`src/rtl/gso_pkg.sv`:
```
package gso_pkg;
  localparam int unsigned PIX_W_DEF  = 12;
  localparam int unsigned LINE_W_DEF = 11;

  // one cycle view of the registered reference syncs
  typedef struct packed {
    logic h_rise;   // reference HSYNC rising edge (registered domain)
    logic v_level;  // reference VSYNC sampled with the same edge
  } ref_evt_t;
endpackage

```
`src/rtl/gso_sync_in.sv`:
```
module gso_sync_in
  import gso_pkg::*;
(
  input  logic     clk,
  input  logic     rst,
  input  logic     ref_hsync,
  input  logic     ref_vsync,
  output ref_evt_t evt
);
  logic hs_q, hs_qq, vs_q;

  always_ff @(posedge clk) begin
    if (rst) begin
      hs_q  <= 1'b0;
      hs_qq <= 1'b0;
      vs_q  <= 1'b0;
    end else begin
      hs_q  <= ref_hsync;
      hs_qq <= hs_q;
      vs_q  <= ref_vsync;
    end
  end

  assign evt.h_rise  = hs_q & ~hs_qq;
  assign evt.v_level = vs_q;
endmodule

```
`src/rtl/gso_offset_clamp.sv`:
```
module gso_offset_clamp #(
  parameter int unsigned W = 12
) (
  input  logic [W-1:0] req,
  input  logic [W-1:0] limit,
  output logic [W-1:0] eff,
  output logic         over
);
  always_comb begin
    over = (req >= limit);
    if (limit == '0)
      eff = '0;
    else if (over)
      eff = limit - 1'b1;
    else
      eff = req;
  end
endmodule

```
`src/rtl/gso_wrap_cnt.sv`:
```
module gso_wrap_cnt #(
  parameter int unsigned W = 12
) (
  input  logic         clk,
  input  logic         rst,
  input  logic         restart,
  input  logic         adv,
  input  logic [W-1:0] limit,
  output logic [W-1:0] count
);
  logic at_end;

  assign at_end = (limit == '0) || (count >= limit - 1'b1);

  always_ff @(posedge clk) begin
    if (rst)
      count <= '0;
    else if (restart)
      count <= '0;
    else if (adv)
      count <= at_end ? '0 : count + 1'b1;
  end
endmodule

```
`src/rtl/genlock_sync_offset.sv`:
```
module genlock_sync_offset
  import gso_pkg::*;
#(
  parameter int unsigned PIX_W  = PIX_W_DEF,
  parameter int unsigned LINE_W = LINE_W_DEF
) (
  input  logic              clk,
  input  logic              rst,
  input  logic              ref_hsync,
  input  logic              ref_vsync,
  input  logic [PIX_W-1:0]  cfg_h_offset,
  input  logic [LINE_W-1:0] cfg_v_offset,
  input  logic [PIX_W-1:0]  cfg_clks_per_line,
  input  logic [LINE_W-1:0] cfg_lines_per_frame,
  output logic              out_hsync,
  output logic              out_vsync,
  output logic              cfg_err
);
  ref_evt_t          evt;
  logic [PIX_W-1:0]  h_req_eff;
  logic [LINE_W-1:0] v_req_eff;
  logic              h_over, v_over;

  // frame shadow
  logic [PIX_W-1:0]  h_eff, cpl_act;
  logic [LINE_W-1:0] v_eff, lpf_act;

  logic              h_locked, v_locked, vs_last;
  logic              new_frame, load_cfg, fire;
  logic [PIX_W-1:0]  pix_cnt;
  logic [LINE_W-1:0] line_cnt;

  gso_sync_in u_sync (
    .clk       (clk),
    .rst       (rst),
    .ref_hsync (ref_hsync),
    .ref_vsync (ref_vsync),
    .evt       (evt)
  );

  gso_offset_clamp #(.W(PIX_W)) u_clamp_h (
    .req   (cfg_h_offset),
    .limit (cfg_clks_per_line),
    .eff   (h_req_eff),
    .over  (h_over)
  );

  gso_offset_clamp #(.W(LINE_W)) u_clamp_v (
    .req   (cfg_v_offset),
    .limit (cfg_lines_per_frame),
    .eff   (v_req_eff),
    .over  (v_over)
  );

  assign new_frame = evt.h_rise & evt.v_level & ~vs_last;
  assign load_cfg  = evt.h_rise & (new_frame | ~v_locked);

  always_ff @(posedge clk) begin
    if (rst) begin
      h_eff    <= '0;
      v_eff    <= '0;
      cpl_act  <= '0;
      lpf_act  <= '0;
      h_locked <= 1'b0;
      v_locked <= 1'b0;
      vs_last  <= 1'b0;
    end else begin
      if (load_cfg) begin
        h_eff   <= h_req_eff;
        v_eff   <= v_req_eff;
        cpl_act <= cfg_clks_per_line;
        lpf_act <= cfg_lines_per_frame;
      end
      if (evt.h_rise) begin
        h_locked <= 1'b1;
        vs_last  <= evt.v_level;
      end
      if (new_frame)
        v_locked <= 1'b1;
    end
  end

  gso_wrap_cnt #(.W(PIX_W)) u_pix_cnt (
    .clk     (clk),
    .rst     (rst),
    .restart (evt.h_rise),
    .adv     (1'b1),
    .limit   (cpl_act),
    .count   (pix_cnt)
  );

  gso_wrap_cnt #(.W(LINE_W)) u_line_cnt (
    .clk     (clk),
    .rst     (rst),
    .restart (new_frame),
    .adv     (evt.h_rise),
    .limit   (lpf_act),
    .count   (line_cnt)
  );

  assign fire = h_locked & (pix_cnt == h_eff);

  always_ff @(posedge clk) begin
    if (rst) begin
      out_hsync <= 1'b0;
      out_vsync <= 1'b0;
      cfg_err   <= 1'b0;
    end else begin
      out_hsync <= fire;
      if (fire)
        out_vsync <= v_locked & (line_cnt == v_eff);
      cfg_err <= h_over | v_over;
    end
  end
endmodule

```
`config.mk`:
```
export PLATFORM = sky130hd
export DESIGN_NAME = genlock_sync_offset
export DESIGN_NICKNAME = d
export VERILOG_FILES = /design/src/rtl/gso_pkg.sv /design/src/rtl/gso_sync_in.sv /design/src/rtl/gso_offset_clamp.sv /design/src/rtl/gso_wrap_cnt.sv /design/src/rtl/genlock_sync_offset.sv
export SDC_FILE = /design/constraint.sdc
export NUM_CORES = 1
export LEC_CHECK = 0
export ABC_AREA = 1
export ABC_CLOCK_PERIOD_IN_PS = 2400
export BUFFER_PORTS_ARGS = -buffer_cell sky130_fd_sc_hd__buf_4
export CORE_AREA = 3 3 105 107
export CTS_CLUSTER_DIAMETER = 100
export DETAILED_ROUTE_END_ITERATION = 16
export DIE_AREA = 0 0 108 110
export PLACE_DENSITY = 0.86
export SYNTH_ARGS = -nofsm -noshare
export SYNTH_HDL_FRONTEND = slang
export SYNTH_SLANG_ARGS = --single-unit
```
`constraint.sdc`:
```
create_clock -name clk -period 2.4 [get_ports clk]
set_input_delay 0.48 -clock clk [delete_from_list [all_inputs] [get_ports clk]]
set_output_delay 0.48 -clock clk [all_outputs]
set_load 0.03 [all_outputs]
```
Word-level counts from Yosys, hierarchy flattened:

Cells that the tools add are included.

* output and inout port bits: 3
* input port bits: 50
* word-level logic and storage cells: 51
* register bits: 78

* mux-type cells: 5
* reduce and logical (&&, ||, !) cells: 8
* add/subtract/negate cells: 6
* eq/ne operators: 2
* $lt $le $gt $ge: 4
* bitwise logic cells: 11

Operator list (count)
* 11-bit 2-to-1 mux: 3
* 12-bit greater-or-equal comparator: 2
* 12-bit logical NOT: 2
* 12-bit 2-to-1 mux: 2
* 12-bit by 1-bit subtractor with 12-bit output, second input constant: 2
* 11-bit greater-or-equal comparator: 2
* 11-bit logical NOT: 2
* 11-bit by 1-bit subtractor with 11-bit output, second input constant: 2
* 12-bit by 1-bit adder with 12-bit output, second input constant: 1
* 12-bit == test: 1
* 11-bit by 1-bit adder with 11-bit output, second input constant: 1
* 11-bit == test: 1
* 1-bit bitwise AND: 6
* 1-bit NOT: 3
* 3-bit OR reduction: 1
* 1-bit logical OR: 2
* 1-bit OR: 2
* 2-bit OR reduction: 1

Longest topological paths before layout:

* depth in word-level cells: 6
* depth in mapped cells: 18
* mapped depth without buffers: 17

Hierarchy:

Synthesis repeated with hierarchy kept, for this count alone.

* cell total of the unflattened synthesis: 965
* area, all modules: 6301.0 sq um

Modules (own cells, without submodules)
* genlock_sync_offset: cells an instance 342, area an instance 2367.3 sq um, instances 1
* gso_wrap_cnt (u_pix_cnt): cells an instance 153, area an instance 1088.5 sq um, instances 1
* gso_wrap_cnt (u_line_cnt): cells an instance 131, area an instance 1004.7 sq um, instances 1
* gso_offset_clamp (u_clamp_h): cells an instance 172, area an instance 942.2 sq um, instances 1
* gso_offset_clamp (u_clamp_v): cells an instance 156, area an instance 804.5 sq um, instances 1
* gso_sync_in: cells an instance 11, area an instance 93.8 sq um, instances 1

Least setup slack after synthesis:

No wires, ideal clock.

* kind: register to register
* from: reg cpl_act[2]
* to: reg u_pix_cnt.count[10]
* library setup time: 0.127 ns
* setup slack: -0.032 ns
* path buffers: 1
* period minus slack after synthesis: 2.432 ns
* arrival: 2.305 ns
* cell stages (with the launch flop): 18
* required time: 2.273 ns
* path through: dfxtp_1 nor2_1 nand2_1 nor2_1 nand2_1 nor3_1 nand2_1 xor2_1 ha_1 nand2_1 nor2_1 and2_1 nand2_1 nand4_1 nor2_1 nand3_1 clkbuf_1 nor2_1

* longest elaborated chain between the ends: 4
* elaborated cells between the ends (all ways): 5
* classes of those cells: add/sub: 1; order compare: 1; reduce/logical: 3

RTL lines
* start, declared: line genlock_sync_offset.sv:25 `logic [PIX_W-1:0] h_eff, cpl_act;`
* start signal, assigned: line genlock_sync_offset.sv:71 `cpl_act <= cfg_clks_per_line;`
* 12-bit by 1-bit subtractor with 12-bit output: line gso_wrap_cnt.sv:13 `assign at_end = (limit == '0) || (count >= limit - 1'b1);`
* 12-bit greater-or-equal comparator: line gso_wrap_cnt.sv:13
* 1-bit logical OR *: line gso_wrap_cnt.sv:13
* 3-bit OR reduction (no line) *
* end signal, assigned: line gso_wrap_cnt.sv:21 `count <= at_end ? '0 : count + 1'b1;`
* end, declared: line gso_wrap_cnt.sv:9 `output logic [W-1:0] count`

Mark *: on every way between the ends. The rest lies on a longest branch, timed or not.
A chain may end at the register's enable or synchronous reset.

Worst setup path in the final report:

* from: reg cpl_act[2]
* to: reg u_pix_cnt.count[7]

The elaborated chain is that of the path after synthesis.

==> results.json <==
{
  "outcome": "finished with violations",
  "violations": "negative setup slack",
  "die_y_um": 110,
  "synthCells": 851,
  "overflow": 0,
  "maxSlewHeadroom": 0.5435,
  "start_util": 0.5447,
  "cts.sinks": 78,
  "finalSetupViolCount": 8,
  "cts_inserted_buffers": 9,
  "dp_hpwl_um": 10160,
  "vias": 5344,
  "netlist_area_um2": 5573,
  "power_uw": 3425,
  "insertion_delay_ps": 350,
  "yosysTopAreaCell": "dfxtp_1",
  "synthTopCellsByArea": "dfxtp_1 (28%), nand2_1 (12%), ha_1 (12%)",
  "area_growth_pct": 17.56,
  "tritoncts": "done",
  "synth_cell_type_count": 33,
  "viasPerCell": 5.085,
  "cp-end-kind": "flip-flop",
  "drv_cap": 0,
  "final_layout_size_suffix_gt1_frac": 0.1563,
  "yosys_warnings": 0,
  "peakVddDrop_mv": 0.2590,
  "slew_violations": 0,
  "path_max_fanout": 7,
  "synthesis.nets": 954,
  "num_io_pins": 53,
  "ys.flop_type": "dfxtp_1",
  "p_leak_uw": 0.003109,
  "hold_end": "u_sync.hs_q",
  "fin_skew_ps": 6.729,
  "grt_usage": 0.2306,
  "drt_iter0_drc": 262,
  "avgSynthCellArea_um2": 6.549,
  "fillerInstances": 888,
  "routed_wirelength_um": 13060,
  "grt_first_pass_wirelength_um": 22270,
  "crit_slowest_cell": "dfxtp_2",
  "fin_ws_ps": -19.86,
  "htree_levels": 3,
  "num_rows": 37,
  "critPathArrivalTime_ps": 2720,
  "nets": 1013,
  "yosys.area.top_type_share": 0.2802,
  "die_x_um": 108,
  "first_pass_iters": 5,
  "drc": 0,
  "r2r_start": "cpl_act[2]",
  "ant_nets": 0,
  "min-delay-start": "ref_hsync",
  "grt_max_degree": 35,
  "finalHoldViolations": 0,
  "path_common_cell": "nor2_2",
  "min_path_cells": 3,
  "root_buffer": "clkbuf_8",
  "cts.path.max_buffers": 2,
  "cts.reportedPaths.clkPinSlew_ps": 80,
  "period_minus_slack_ps": 2420,
  "worstPathCellList": "nor2_2, nand2_1, nor2_1, nand2_2, nor3_4, buf_4, xor2_1, ha_1, nand2_2, nor2_2, and2_1, nand2_1, nand4_1, nor2_1, nand3_2, buf_6, nor2_2",
  "coreArea_um2": 10230,
  "rrSetupSlack_ps": -20,
  "avgRoutedWirePerCell_um": 12.42,
  "routabilityCongestion": 0.9203,
  "fin_crit_sh": 1.008,
  "max_freq_mhz": 413.2,
  "diodes": 0,
  "reg2reg_to": "u_pix_cnt.count[7]",
  "die_area_um2": 11880,
  "synthArstFlopShare": 0,
  "grt_pass1_vias": 4845,
  "synth_edf_count": 0,
  "crit_required_ps": 2700,
  "path_class": "flip-flop to flip-flop",
  "reg2regPathDepth": 17,
  "powerDensity_nw_per_um2": 522.8,
  "rsz0062_at_grt": "true",
  "io_buffers": 52,
  "hold_class": "primary input to flip-flop",
  "synth_seq_area_share": 0.2802,
  "yosys_register_bits": 78,
  "antenna_found_initial": 0,
  "cpPeakStageDelay_ps": 330,
  "finalSetupTns_ps": -47.43,
  "worstMarginPinSlew_ps": 684.0,
  "cp-start-kind": "flip-flop"
}
-- worst max-delay path, delay by kind of cell (launching register included) --
kind	cells	cell delay (ps)
fa+ha+maj	1	270
flops	1	330
simple gates	13	1290
buf+inv	2	330
xor+xnor	1	150
-- flip-flops by register name (all words and copies together) (netlist names), 11 cells and up --
register and count:
h_eff 12, v_eff 11, lpf_act 11, u_line_cnt.count 11
cpl_act 12, u_pix_cnt.count 12
-- cells in the mapped netlist, drive strengths merged, types with 7 or more instances --
master	count
xnor2	12
nand3	81
nor3	14
buf	7
ha	53
o21ai	40
nand2	185
inv	138
clkbuf	16
dfxtp	78
nor2	98
xor2	39
a21oi	59
-- power breakdown --
group	internal [µW]	switching [µW]	total [µW]
sequential	1370	63.3	1440
combinational	409	567	976
clock	513	500	1010
total	2290	1130	3420
-- final cells by class --
cell class                 instances  area [µm²]  area share
tap                              136       170.2     0.02597
clock buffer                      10       137.6     0.02101
clock inverter                     6       70.07     0.01070
inverter                         138       518.0     0.07907
multi-input combinational        613        3557      0.5430
sequential                        78        1565      0.2389
timing repair buffer              70       533.0     0.08136
-- worst max path at each step --
stage / cells past startpoint / to / from / slack [ps]
2_1_floorplan: 17 / u_pix_cnt.count[10] / cpl_act[2] / 70
3_3_place_gp: 16 / u_line_cnt.count[2] / lpf_act[2] / 60
3_5_place_dp: 16 / u_line_cnt.count[0] / lpf_act[2] / -70
4_1_cts: 19 / u_pix_cnt.count[7] / cpl_act[0] / -4
5_1_grt: 17 / u_pix_cnt.count[8] / cpl_act[2] / -250
6_report: 17 / u_pix_cnt.count[7] / cpl_act[2] / -20
-- cells by family after synthesis --
group           count (synthesis)  share of synthesized area
compound gates                115                     0.1127
xor+xnor                       51                    0.08015
fa+ha+maj                      53                     0.1190
buf+inv                       161                     0.1105
flops                          78                     0.2802
simple gates                  393                     0.2975
-- routing by layer --
| layer | vias to the layer above | track usage | share of wire |
|---|---|---|---|
| met1 | 2363 | 0.3207 | 0.48 |
| met4 | 0 | 0.08747 | 0.021 |
| met2 | 126 | 0.3712 | 0.45 |
| li1 | 2832 | - | - |
| met3 | 23 | 0.02330 | 0.043 |
| met5 | - | 0 | 0 |
-- cell usage in the layout, fill, tap and decap left out, types with 9 or more instances in the layout --
| master | count |
|---|---|
| xor2_1 | 39 |
| inv_1 | 133 |
| o21ai_0 | 31 |
| ha_1 | 51 |
| buf_4 | 68 |
| clkbuf_8 | 10 |
| nor3_1 | 9 |
| nand2_1 | 179 |
| a21oi_1 | 58 |
| nand3_1 | 79 |
| nor2_2 | 22 |
| nor2_1 | 72 |
| xnor2_1 | 12 |
| dfxtp_1 | 75 |
-- through the flow --
| step | hold WS (ps) | setup WS [ps] | cells | area [µm²] | util |
|---|---|---|---|---|---|
| floorplan | 429.7 | 66.40 | 851 | 5574 | - |
| CTS | 324.4 | -3.840 | 1049 | 6379 | 0.6235 |
| global placement | 445.6 | 59.33 | 1033 | 6163 | 0.6024 |
| global route | 330.0 | -254.9 | 1051 | 6551 | 0.6403 |
| detailed placement | 452.3 | -68.69 | 1033 | 6163 | 0.6024 |
| finish | 332.1 | -19.86 | 1051 | 6551 | 0.6403 |
-- repair_timing --
item                       in CTS  in global routing
pin swaps                       0                 17
resized for setup               2                 51
setup endpoints to repair      23                 23
cloned                          0                  1
setup buffers                   0                  1
hold buffers                    0                  0
Power figures use the tool's default switching activity.
